`src/rtl/cpu_run_ctrl_pkg.sv`:
```
// Package: shared mode encoding for the run-control unit.
// Assumes a two-bit mode field that wraps after the memory mode.
package cpu_run_ctrl_pkg;
    typedef enum logic [1:0] {
        MODE_RUN  = 2'd0,
        MODE_BRK  = 2'd1,
        MODE_STEP = 2'd2,
        MODE_MEM  = 2'd3
    } rc_mode_e;
endpackage

```
`src/rtl/rc_mode_ctrl.sv`:
```
// Module: cyclic mode register and user-address capture.
// Assumes button inputs are single-cycle debounced pulses.
module rc_mode_ctrl
    import cpu_run_ctrl_pkg::*;
#(
    parameter int SW_W = 8
) (
    input  logic            clk,
    input  logic            rst_n,
    input  logic            mode_pls,
    input  logic            cap_pls,
    input  logic [SW_W-1:0] sw,
    output rc_mode_e        mode,
    output logic [SW_W-1:0] uaddr
);

    // Advance the mode on each mode pulse, wrapping after memory mode.
    always_ff @(posedge clk) begin
        if (!rst_n)
            mode <= MODE_RUN;
        else if (mode_pls)
            mode <= rc_mode_e'(mode + 2'd1);
    end

    // Capture switches into the user address outside memory mode.
    always_ff @(posedge clk) begin
        if (!rst_n)
            uaddr <= '0;
        else if (cap_pls && mode != MODE_MEM)
            uaddr <= sw;
    end

    AST_MODE_WRAP: assert property (@(posedge clk) disable iff (!rst_n)
        (mode == MODE_MEM && mode_pls) |=> (mode == MODE_RUN));

    AST_UADDR_FROZEN: assert property (@(posedge clk) disable iff (!rst_n)
        (mode == MODE_MEM) |=> $stable(uaddr));

endmodule

```
`src/rtl/rc_halt_logic.sv`:
```
// Module: computes the processor run enable from mode, state and PC.
// Assumes the processor state and PC are registered in the processor,
// so a combinational halt freezes them within the cycle they appear.
module rc_halt_logic
    import cpu_run_ctrl_pkg::*;
#(
    parameter int ST_W      = 4,
    parameter int ADDR_W    = 8,
    parameter int ST_DECODE = 2,
    parameter int ST_OUTPUT = 12
) (
    input  logic              clk,
    input  logic              rst_n,
    input  rc_mode_e          mode,
    input  logic              go_pls,
    input  logic              pause_sw,
    input  logic [ST_W-1:0]   cpu_state,
    input  logic [ADDR_W-1:0] cpu_pc,
    input  logic [ADDR_W-1:0] uaddr,
    output logic              run
);

    localparam logic [ST_W-1:0] DEC_CODE = ST_W'(ST_DECODE);
    localparam logic [ST_W-1:0] OUT_CODE = ST_W'(ST_OUTPUT);

    logic              grant_q;
    logic              bp_hold_q;
    logic [ADDR_W-1:0] pc_q;
    logic              bp_arrive;
    logic              lvl_stop;
    logic              stop;

    // Detect the PC arriving at the user address in breakpoint mode.
    always_comb begin
        bp_arrive = (mode == MODE_BRK) && (cpu_pc == uaddr) && (pc_q != uaddr);
    end

    // Level halt conditions per mode.
    always_comb begin
        unique case (mode)
            MODE_RUN:  lvl_stop = pause_sw;
            MODE_BRK:  lvl_stop = (cpu_state == OUT_CODE);
            MODE_STEP: lvl_stop = pause_sw || (cpu_state == DEC_CODE);
            default:   lvl_stop = 1'b1;
        endcase
        stop = lvl_stop || ((mode == MODE_BRK) && (bp_hold_q || bp_arrive));
    end

    // Run enable: never in memory mode, otherwise grant or no halt.
    always_comb begin
        run = (mode != MODE_MEM) && (grant_q || !stop);
    end

    // One-cycle grant, sticky breakpoint hold and PC history.
    always_ff @(posedge clk) begin
        if (!rst_n) begin
            grant_q   <= 1'b0;
            bp_hold_q <= 1'b0;
            pc_q      <= '0;
        end else begin
            grant_q   <= go_pls && (mode != MODE_MEM);
            bp_hold_q <= (mode == MODE_BRK) && (bp_hold_q || bp_arrive) && !go_pls;
            pc_q      <= cpu_pc;
        end
    end

    AST_MEM_HALT: assert property (@(posedge clk) disable iff (!rst_n)
        (mode == MODE_MEM) |-> !run);

    AST_STEP_DECODE: assert property (@(posedge clk) disable iff (!rst_n)
        (mode == MODE_STEP && cpu_state == DEC_CODE && !grant_q) |-> !run);

    AST_OUT_HALT: assert property (@(posedge clk) disable iff (!rst_n)
        (mode == MODE_BRK && cpu_state == OUT_CODE && !grant_q) |-> !run);

    AST_GRANT_RUN: assert property (@(posedge clk) disable iff (!rst_n)
        (go_pls && mode != MODE_MEM) |=> (run || mode == MODE_MEM));

    AST_BP_HOLD: assert property (@(posedge clk) disable iff (!rst_n)
        (mode == MODE_BRK && bp_hold_q && !grant_q) |-> !run);

endmodule

```
`src/rtl/rc_disp_sel.sv`:
```
// Module: priority selector for the hex display value.
// Assumes DATA_W >= 2*ADDR_W and at least eight switches.
module rc_disp_sel #(
    parameter int SW_W   = 8,
    parameter int ADDR_W = 8,
    parameter int DATA_W = 16,
    parameter int ST_W   = 4
) (
    input  logic [SW_W-1:0]   sw,
    input  logic [ST_W-1:0]   cpu_state,
    input  logic [ADDR_W-1:0] cpu_pc,
    input  logic [ADDR_W-1:0] cpu_maddr,
    input  logic [DATA_W-1:0] cpu_ir,
    input  logic [DATA_W-1:0] cpu_mdata,
    input  logic [DATA_W-1:0] cpu_acc,
    input  logic [DATA_W-1:0] cpu_outreg,
    output logic [DATA_W-1:0] disp_val
);

    localparam int SEL_ADR = 7;
    localparam int SEL_IR  = 6;
    localparam int SEL_MD  = 5;
    localparam int SEL_AC  = 4;
    localparam int SEL_ST  = 3;
    localparam int PAD_W   = DATA_W - 2 * ADDR_W;

    logic [DATA_W-1:0] addr_pair;

    // Pack PC and memory address, padding only if the display is wider.
    generate
        if (PAD_W > 0) begin : g_pad
            assign addr_pair = {{PAD_W{1'b0}}, cpu_pc, cpu_maddr};
        end else begin : g_nopad
            assign addr_pair = {cpu_pc, cpu_maddr};
        end
    endgenerate

    // Highest set switch wins.
    always_comb begin
        if (sw[SEL_ADR])     disp_val = addr_pair;
        else if (sw[SEL_IR]) disp_val = cpu_ir;
        else if (sw[SEL_MD]) disp_val = cpu_mdata;
        else if (sw[SEL_AC]) disp_val = cpu_acc;
        else if (sw[SEL_ST]) disp_val = DATA_W'(cpu_state);
        else                 disp_val = cpu_outreg;
    end

endmodule

```
`src/rtl/cpu_run_ctrl.sv`:
```
// Module: top of the run-control and breakpoint unit.
// Assumes debounced single-cycle button pulses and a processor whose
// registers only advance while cpu_run is high.
module cpu_run_ctrl
    import cpu_run_ctrl_pkg::*;
#(
    parameter int ADDR_W    = 8,
    parameter int DATA_W    = 16,
    parameter int ST_W      = 4,
    parameter int ST_DECODE = 2,
    parameter int ST_OUTPUT = 12
) (
    input  logic              clk,
    input  logic              rst_n,
    input  logic              btn_go,
    input  logic              btn_rst,
    input  logic              btn_cap,
    input  logic              btn_mode,
    input  logic [ADDR_W-1:0] sw,
    input  logic [ST_W-1:0]   cpu_state,
    input  logic [ADDR_W-1:0] cpu_pc,
    input  logic [ADDR_W-1:0] cpu_maddr,
    input  logic [DATA_W-1:0] cpu_ir,
    input  logic [DATA_W-1:0] cpu_mdata,
    input  logic [DATA_W-1:0] cpu_acc,
    input  logic [DATA_W-1:0] cpu_outreg,
    output logic              cpu_run,
    output logic              cpu_reset,
    output logic [DATA_W-1:0] disp_val,
    output logic [3:0]        disp_dp
);

    rc_mode_e          mode;
    logic [ADDR_W-1:0] uaddr;

    rc_mode_ctrl #(.SW_W(ADDR_W)) u_mode (
        .clk      (clk),
        .rst_n    (rst_n),
        .mode_pls (btn_mode),
        .cap_pls  (btn_cap),
        .sw       (sw),
        .mode     (mode),
        .uaddr    (uaddr)
    );

    rc_halt_logic #(
        .ST_W      (ST_W),
        .ADDR_W    (ADDR_W),
        .ST_DECODE (ST_DECODE),
        .ST_OUTPUT (ST_OUTPUT)
    ) u_halt (
        .clk       (clk),
        .rst_n     (rst_n),
        .mode      (mode),
        .go_pls    (btn_go),
        .pause_sw  (sw[0]),
        .cpu_state (cpu_state),
        .cpu_pc    (cpu_pc),
        .uaddr     (uaddr),
        .run       (cpu_run)
    );

    rc_disp_sel #(
        .SW_W   (ADDR_W),
        .ADDR_W (ADDR_W),
        .DATA_W (DATA_W),
        .ST_W   (ST_W)
    ) u_disp (
        .sw         (sw),
        .cpu_state  (cpu_state),
        .cpu_pc     (cpu_pc),
        .cpu_maddr  (cpu_maddr),
        .cpu_ir     (cpu_ir),
        .cpu_mdata  (cpu_mdata),
        .cpu_acc    (cpu_acc),
        .cpu_outreg (cpu_outreg),
        .disp_val   (disp_val)
    );

    // Processor reset passes through except in memory mode.
    always_comb begin
        cpu_reset = btn_rst && (mode != MODE_MEM);
    end

    // One-hot decimal points indexed by mode.
    always_comb begin
        disp_dp = 4'b0001 << mode;
    end

    AST_RST_BLOCKED: assert property (@(posedge clk) disable iff (!rst_n)
        (mode == MODE_MEM) |-> !cpu_reset);

    AST_FREE_RUN: assert property (@(posedge clk) disable iff (!rst_n)
        (mode == MODE_RUN && !sw[0]) |-> cpu_run);

endmodule

```
`config.mk`:
```
export PLATFORM = sky130hd
export DESIGN_NAME = cpu_run_ctrl
export DESIGN_NICKNAME = d
export VERILOG_FILES = /design/src/rtl/cpu_run_ctrl_pkg.sv /design/src/rtl/rc_mode_ctrl.sv /design/src/rtl/rc_halt_logic.sv /design/src/rtl/rc_disp_sel.sv /design/src/rtl/cpu_run_ctrl.sv
export SDC_FILE = /design/constraint.sdc
export NUM_CORES = 1
export LEC_CHECK = 0
export ABC_AREA = 1
export BUFFER_PORTS_ARGS = -buffer_cell sky130_fd_sc_hd__buf_4
export CAP_MARGIN = 40
export CORE_AREA = 4 4 81 83
export DETAILED_ROUTE_END_ITERATION = 8
export DIE_AREA = 0 0 85 87
export GPL_TIMING_DRIVEN = 0
export PLACE_DENSITY = 0.66
export RECOVER_POWER = 100
export SYNTH_ARGS = -nofsm -noshare
export SYNTH_HDL_FRONTEND = slang
export SYNTH_HIERARCHICAL = 1
export SYNTH_SLANG_ARGS = --single-unit
```
`constraint.sdc`:
```
create_clock -name clk -period 1.65 [get_ports clk]
set_clock_uncertainty 0.1 [all_clocks]
set_input_delay 0.2475 -clock clk [delete_from_list [all_inputs] [get_ports clk]]
set_output_delay 0.2475 -clock clk [all_outputs]
set_load 0.02 [all_outputs]
```
## Word level (Yosys, flattened, before mapping)

Cells that the tools add are included.

| word-level totals | value |
|---|---|
| bits in registers | 20 |
| input port bits | 98 |
| output and inout bits | 22 |
| logic and storage cells | 35 |

| operators by class | value |
|---|---|
| add/subtract/negate cells | 1 |
| eq/ne operators | 7 |
| shift-type cells | 1 |
| multiplexer cells | 6 |
| reductions and logical operators | 15 |

Operator list:

| kind | number |
|---|---|
| $mux 16 | 5 |
| $eq 8x8->1 | 1 |
| $logic_and 1x1->1 | 8 |
| $ne 8x8->1 | 1 |
| $eq 4x2->1 const B | 1 |
| $eq 4x4->1 const B | 1 |
| $logic_or 1x1->1 | 4 |
| $shl 1x2->4 const A | 1 |
| $pmux 1 s3 | 1 |
| $add 2x1->2 const B | 1 |
| $eq 2x1->1 const B | 1 |
| $eq 2x2->1 const B | 1 |
| $logic_not 1->1 | 2 |
| $logic_not 2->1 | 1 |
| $ne 2x2->1 const B | 1 |

## Depth between registers and ports, before layout

Gate-level depths: netlist of run 1.

| logic depth | value |
|---|---|
| depth after elaboration | 9 |
| mapped depth | 11 |
| gate-level depth less buffers | 11 |

## Modules after synthesis

Netlist of run 1, hierarchy kept.

By module, submodules not included:

| module | instances | cells an instance | area each (sq um) | sequential area each (sq um) |
|---|---|---|---|---|
| rc_disp_sel | 1 | 199 | 863.3 | 0.0 |
| rc_halt_logic | 1 | 124 | 666.9 | 200.2 |
| rc_mode_ctrl | 1 | 63 | 436.7 | 200.2 |
| cpu_run_ctrl | 1 | 9 | 35.0 | 0.0 |

## Worst setup path before layout of run 1

No wires, ideal clock.

| timing path | value |
|---|---|
| path kind | register to output |
| start point | register u_mode.uaddr[6] |
| end point | output port cpu_run |
| data arrival time | 1.214 ns |
| data required time | 1.302 ns |
| setup slack | 0.088 ns |
| cell stages (with the launch flop) | 10 |
| buffers on the path | 0 |
| path through | dfxtp_1 > xnor2_1 > nand2_1 > nor2_1 > nand2_1 > nand2_1 > nand2_1 > nand2_2 > nand2_1 > a21oi_1 |

| on the way | value |
|---|---|
| word-level cells in the longest chain between the ends | 9 |
| elaborated cells between the ends (all ways) | 10 |
| classes of those cells | 2 x eq/ne; 8 x reduce/logical |

RTL lines:

| element | RTL line | text |
|---|---|---|
| start, declared | rc_mode_ctrl.sv:14 | `output logic [SW_W-1:0] uaddr` |
| start signal, assigned | rc_mode_ctrl.sv:30 | `uaddr <= sw;` |
| $eq 8x8->1 | rc_halt_logic.sv:35 | `bp_arrive = (mode == MODE_BRK) && (cpu_pc == uaddr) && (pc_q != uaddr);` |
| $logic_and 1x1->1 | rc_halt_logic.sv:35 |  |
| $logic_and 1x1->1 * | rc_halt_logic.sv:35 |  |
| $logic_or 1x1->1 * | rc_halt_logic.sv:46 | `stop = lvl_stop \|\| ((mode == MODE_BRK) && (bp_hold_q \|\| bp_arrive));` |
| $logic_and 1x1->1 * | rc_halt_logic.sv:46 |  |
| $logic_or 1x1->1 * | rc_halt_logic.sv:46 |  |
| $logic_not 1->1 * | rc_halt_logic.sv:51 | `run = (mode != MODE_MEM) && (grant_q \|\| !stop);` |
| $logic_or 1x1->1 * | rc_halt_logic.sv:51 |  |
| $logic_and 1x1->1 * | rc_halt_logic.sv:51 |  |
| end, declared | cpu_run_ctrl.sv:27 | `output logic cpu_run,` |

Mark *: on every way between the ends. The rest lies on a longest branch, timed or not.

## Final worst setup path of run 1

| timing path | value |
|---|---|
| start point | register u_mode.uaddr[5] |
| end point | output port cpu_run |

Same word-level chain as after synthesis.

==> results_dict.tcl, run 1 <==
set metrics [dict create \
    maxSlewHeadroom 0.648 \
    antenna_left 0 \
    yosys.area.top_type "nand2_1" \
    portBuffers 117 \
    synth-compound-area-share 0.0975 \
    maxSlewViolCount 0 \
    final_nets 620 \
    grt_usage 0.174 \
    stdcell_area_sq_mm 0.00309 \
    netlist_area_sq_mm 0.00200 \
    setup_tns_ns -0.370 \
    ir_drop_mv 0.429 \
    grt_pass1_vias 2472 \
    place.gp.congestion 0.815 \
    place_area_sq_mm 0.00297 \
    row_count 28 \
    ios 120 \
    post-route-min-period_ns 1.88 \
    max_slew.worst_pin.slew_ns 0.528 \
    syn_inst 395 \
    arrival_ns 1.54 \
    first_iter_violations 74 \
    synth_seq_cells 20 \
    grt_pass1_wl_microns 10600 \
    start_kind "register" \
    power_leakage_nw 1.88 \
    status "complete, but fails checks" \
    synth_area_leaders "nand2_1, dfxtp_1, inv_1" \
    drive_gt1_frac 0.315 \
    vias 2588 \
    cts_buffer_depth 2 \
    avgViaCountPerCell 4.35 \
    clock-sinks 20 \
    synth_top_family_by_area "simple AND/OR/NAND/NOR gates" \
    synth.distinct_cells 22 \
    setup_viol 2 \
    avgSynthCellArea_sq_um 5.07 \
    num_antenna_cells 0 \
    grt_setup_unrepaired "true" \
    wl_per_cell_microns 10.8 \
    failed_checks "negative setup slack" \
    dieArea_sq_mm 0.00740 \
    yosysTopAreaCellShare 0.354 \
    cts_max_level 1 \
    syn-num-nets 494 \
    end_kind "output port" \
    crit_type "register to output port" \
    finalWirelength_microns 6420 \
    setup_slack_ns -0.233 \
    synth_xor_area_frac 0.0131 \
    clkTransAtPathRegs_ns 0.08 \
    hold_ws_ns 0.0517 \
    synth_fa_ha_area_frac 0.00625 \
    final_cell_mix "nand2_1, buf_4, inv_1" \
    p_per_area_mw_per_mm2 559 \
    finalHoldViolations 0 \
    grt_max_degree 13 \
    syn_to_final_growth_pct 54.4 \
    dp_hpwl_microns 5310 \
    maxCapViolCount 0 \
    post-route-util 0.528 \
    cts_made_buffers 3 \
    p_total_w 0.00173 \
    antenna_found_initial 0 \
    final_common_cell "nand2_1" \
    drc 0 \
    yosys.area_share.simple 0.499 \
    hp-class "input pin to register" \
    core_area_sq_mm 0.00585 \
    overflow 0 \
    fin_crit_sh 1.14 \
    cts_tree "built" \
    die_w_microns 85 \
    cts.hold.buffers_added 0 \
    clk_latency_ns 0.26 \
    yosysWarnings 6 \
    drt-pass1-iter-count 4 \
    cp.required_ns 1.30 \
    max_freq_mhz 531 \
    fill_cells 633 \
    ys_seq_area_frac 0.200 \
    initial_core_util 0.342 \
    root_buffer "clkbuf_8" \
    muxShareOfSynthArea 0 \
    cp_max_fo 4 \
    die_h_microns 87 \
]
[critical path, stage by stage, from the launching register on]
cell and delay, ns:
dfxtp_4 0.36, inv_2 0.06, nand2_2 0.04, nand2_2 0.06
nand2_1 0.04, nor2_1 0.11, nand2_1 0.06, nand2_1 0.08
nand2_1 0.07, nand2_2 0.07, nand2_2 0.05, a21oi_2 0.14
buf_6 0.13
[what timing repair did]
item | in CTS | in global routing
endpoints found under the setup margin | 1 | 3
setup buffers | 4 | 0
pin swaps | 9 | 8
gates resized for setup | 15 | 11
[per-layer routing]
| layer | track usage | vias up | share of wire |
|---|---|---|---|
| li1 | - | 1411 | - |
| met1 | 0.207 | 1085 | 0.41 |
| met2 | 0.316 | 81 | 0.50 |
| met3 | 0.0397 | 11 | 0.073 |
| met4 | 0.0388 | 0 | 0.016 |
| met5 | 0 | - | 0 |
[logic make-up after synthesis]
family | Yosys count
buffers and inverters | 81
adders and majority gates | 1
AOI/OAI and AO/OA | 38
xor gates and xnor gates | 3
and+or+nand+nor | 252
DFF | 20
[path summary, 6_finish.rpt]
path / start / endpoint / slack (ns) / cells past startpoint
max reg2reg: u_mode/uaddr[6] / u_halt/bp_hold_q / -0.14 / 14
max: u_mode/uaddr[5] / cpu_run / -0.23 / 12
min: btn_go / u_halt/bp_hold_q / 0.05 / 2
min reg2reg: u_mode/uaddr[7] / u_mode/uaddr[7] / 0.41 / 2
[flip-flops by register name, summed over array words and instances (netlist names)]
name              count
u_mode/uaddr          8
u_mode/mode           2
u_halt/grant_q        1
u_halt/pc_q           8
u_halt/bp_hold_q      1
[area by class of cell]
class,count,area [sq um],share of cell area
plain buffers,14,114,0.0368
well taps,75,93.8,0.0304
inverters,67,251,0.0813
clock buffers,3,41.3,0.0134
repair buffers,121,885,0.286
flip-flops and latches,20,420,0.136
clock inverters,1,30.0,0.00971
multi-input cells,294,1260,0.406
[report_power, final]
group | switching, W | internal, W
clock network | 0.000163 | 0.000324
registers | 0.0000337 | 0.000517
logic | 0.000350 | 0.000341
total | 0.000546 | 0.00118
[synthesized netlist by cell type]
cell type,n
xnor2_1,3
nor2_4,1
inv_1,66
buf_4,1
ha_1,1
dfxtp_1,20
nor2_1,40
a21oi_1,35
nand2_2,6
o21bai_1,1
nand4_1,1
nor2_2,1
nor3b_2,1
nand3_1,13
a21boi_0,1
buf_2,5
nand2_1,189
o21ai_0,1
clkbuf_8,4
clkbuf_1,2
buf_6,2
inv_2,1
[metrics by stage]
stage	instances	worst slack (ns)
2_1_floorplan	395	0.0885
3_3_place_gp	587	0.0142
3_5_place_dp	587	-0.00809
4_1_cts	595	-0.251
5_1_grt	595	-0.361
6_report	595	-0.233
(Power assumes the default switching activity.)
==> inputs of run 2 (changes only) <==
--- a/config.mk
+++ b/config.mk
@@ -12,7 +12,7 @@
 export DETAILED_ROUTE_END_ITERATION = 8
 export DIE_AREA = 0 0 85 87
 export GPL_TIMING_DRIVEN = 0
-export PLACE_DENSITY = 0.66
+export PLACE_DENSITY = 0.68
 export RECOVER_POWER = 100
 export SYNTH_ARGS = -nofsm -noshare
 export SYNTH_HDL_FRONTEND = slang
==> constraint.sdc (replaced) <==
create_clock -name clk -period 1.6 [get_ports clk]
set_clock_uncertainty 0.1 [all_clocks]
set_input_delay 0.24 -clock clk [delete_from_list [all_inputs] [get_ports clk]]
set_output_delay 0.24 -clock clk [all_outputs]
set_load 0.02 [all_outputs]
==> run 2 against run 1 <==
- the run still ends with negative setup slack left
- global-route usage fell by 0.20 points
- sequential cell count unchanged
- first-iteration DRC count is 20% higher
- clock power up 6.0%
- via count barely moved
- design area decreased by 1.4%
- sequential share of layout area about the same
- critical path depth unchanged
- core utilization decreased by 0.73 points
- hold slack got worse by 0.0058 ns
- die area is the same
==> results_dict.tcl, run 2 (synthesis gave the netlist of run 1 again) <==
set metrics [dict create \
    overflow 0 \
    cts.hold.buffers_added 0 \
    critPathTopFamily "simple AND/OR/NAND/NOR gates" \
    slowest_delay_ns 0.37 \
    dieArea_sq_mm 0.00740 \
    cts_max_level 1 \
    wl_per_cell_microns 10.8 \
    drt-pass1-iter-count 4 \
    num_antenna_cells 0 \
    first_iter_violations 89 \
    status "complete, but fails checks" \
    maxCapViolCount 0 \
    grt_setup_unrepaired "true" \
    cp.required_ns 1.26 \
    clkTransAtPathRegs_ns 0.08 \
    end_kind "output port" \
    finalHoldViolations 0 \
    met3_length_microns 438 \
    grt_usage 0.172 \
    portBuffers 117 \
    cts_buffer_depth 2 \
    setup_slack_ns -0.256 \
    core_area_sq_mm 0.00585 \
    cts_made_buffers 3 \
    place.gp.congestion 0.855 \
    finalWirelength_microns 6400 \
    stdcell_area_sq_mm 0.00305 \
    dp_hpwl_microns 5290 \
    reg.largest.list "u_halt/pc_q: 8 flops, u_mode/uaddr: 8 flops, u_mode/mode: 2 flops" \
    dr_wl_met2_microns 3150 \
    maxSlewViolCount 0 \
    vias 2589 \
    cp_cell_sequence "inv_1, nand2_1, nand2_1, nor2_1, nand2_1, nor2_1, nand2_1, nand2_1, nand2_2, nand2_2, a21oi_2, buf_6" \
    avgViaCountPerCell 4.37 \
    ir_drop_mv 0.298 \
    initial_core_util 0.342 \
    cp_max_fo 4 \
    start_kind "register" \
    maxSlewHeadroom 0.655 \
    p_per_area_mw_per_mm2 588 \
    clock-sinks 20 \
    cts_tree "built" \
    final_common_cell "nand2_1" \
    met1Wirelength_microns 2750 \
    setup_viol 1 \
    drc 0 \
    crit_type "register to output port" \
    die_w_microns 85 \
    die_h_microns 87 \
    grt_max_degree 13 \
    final_cell_mix "nand2_1, buf_4, inv_1" \
    final_nets 617 \
    routed.top_layer "met4" \
    hp-class "input pin to register" \
    power_leakage_nw 1.86 \
    fin_crit_sh 1.16 \
    place_area_sq_mm 0.00297 \
    root_buffer "clkbuf_8" \
    grt_pass1_vias 2430 \
    arrival_ns 1.52 \
    antenna_found_initial 0 \
    crit_top_cell "nand2_1" \
    grt_pass1_wl_microns 10600 \
    post-route-min-period_ns 1.86 \
    max_freq_mhz 539 \
    p_total_w 0.00179 \
    clk_latency_ns 0.26 \
    failed_checks "negative setup slack" \
    worst-path-buf-inv 2 \
    crit_path_top_delay_cell "dfxtp_2" \
    drive_gt1_frac 0.300 \
    max_slew.worst_pin.slew_ns 0.518 \
    ios 120 \
    syn_to_final_growth_pct 52.3 \
    post-route-util 0.521 \
    antenna_left 0 \
    row_count 28 \
]
==> run 2: changes by cell type in the layout (fill, tap and decap cells not counted), sizes merged <==
cell  previous run  this run
buf            119       116
==> run 2: report_power, final <==
part / total [W] / switching [W] / internal (W)
Combinational: 0.000710 / 0.000363 / 0.000347
Sequential: 0.000567 / 0.0000337 / 0.000534
Clock: 0.000515 / 0.000181 / 0.000334
Total: 0.00179 / 0.000578 / 0.00122
==> run 2: worst paths after layout <==
kind | startpoint | end | slack (ns) | cells after the start
setup reg to reg | u_mode/uaddr[6] | u_halt/bp_hold_q | 0.16 | 11
setup / recovery | u_mode/uaddr[6] | cpu_run | -0.26 | 12
hold reg to reg | u_mode/uaddr[3] | u_mode/uaddr[3] | 0.41 | 2
hold / removal | btn_go | u_halt/bp_hold_q | 0.05 | 2
==> run 2: per-layer routing <==
| layer | global-route usage | vias up |
|---|---|---|
| li1 | - | 1405 |
| met1 | 0.216 | 1097 |
| met2 | 0.311 | 81 |
| met4 | 0.0245 | 0 |
| met3 | 0.0312 | 6 |
| met5 | 0 | - |
==> run 2: worst reg2reg max path, cell delays in order, from the launching register on <==
cell	delay, ns
dfxtp_2	0.37
inv_1	0.04
nand2_1	0.05
nand2_1	0.05
nor2_1	0.13
nand2_1	0.08
nor2_1	0.10
nand2_1	0.08
nand2_1	0.08
nand2_2	0.06
buf_4	0.13
nor3b_2	0.13
==> run 2: final cells by class <==
type | count | area, sq um
flip-flops and latches | 20 | 415
repair buffers | 118 | 860
inverters | 67 | 251
fillers | 628 | 2800
multi-input cells | 294 | 1240
clock buffers | 3 | 41.3
plain buffers | 14 | 114
clock inverters | 1 | 30.0
well taps | 75 | 93.8
==> run 2: stage by stage <==
stage | cells | setup TNS [ns] | worst slack [ns] | hold WS [ns]
2_1_floorplan | 395 | 0 | 0.0460 | 0.210
3_3_place_gp | 587 | -0.0322 | -0.0322 | 0.321
3_5_place_dp | 587 | -0.0444 | -0.0444 | 0.322
4_1_cts | 592 | -0.292 | -0.292 | 0.0398
5_1_grt | 592 | -0.417 | -0.380 | 0.0417
6_report | 592 | -0.256 | -0.256 | 0.0459
==> run 2: what timing repair did <==
action,4_1_cts,5_1_grt
cloned,0,0
pin swaps,5,2
gates resized for setup,12,7
setup endpoints to repair,1,6
buffers inserted,1,0
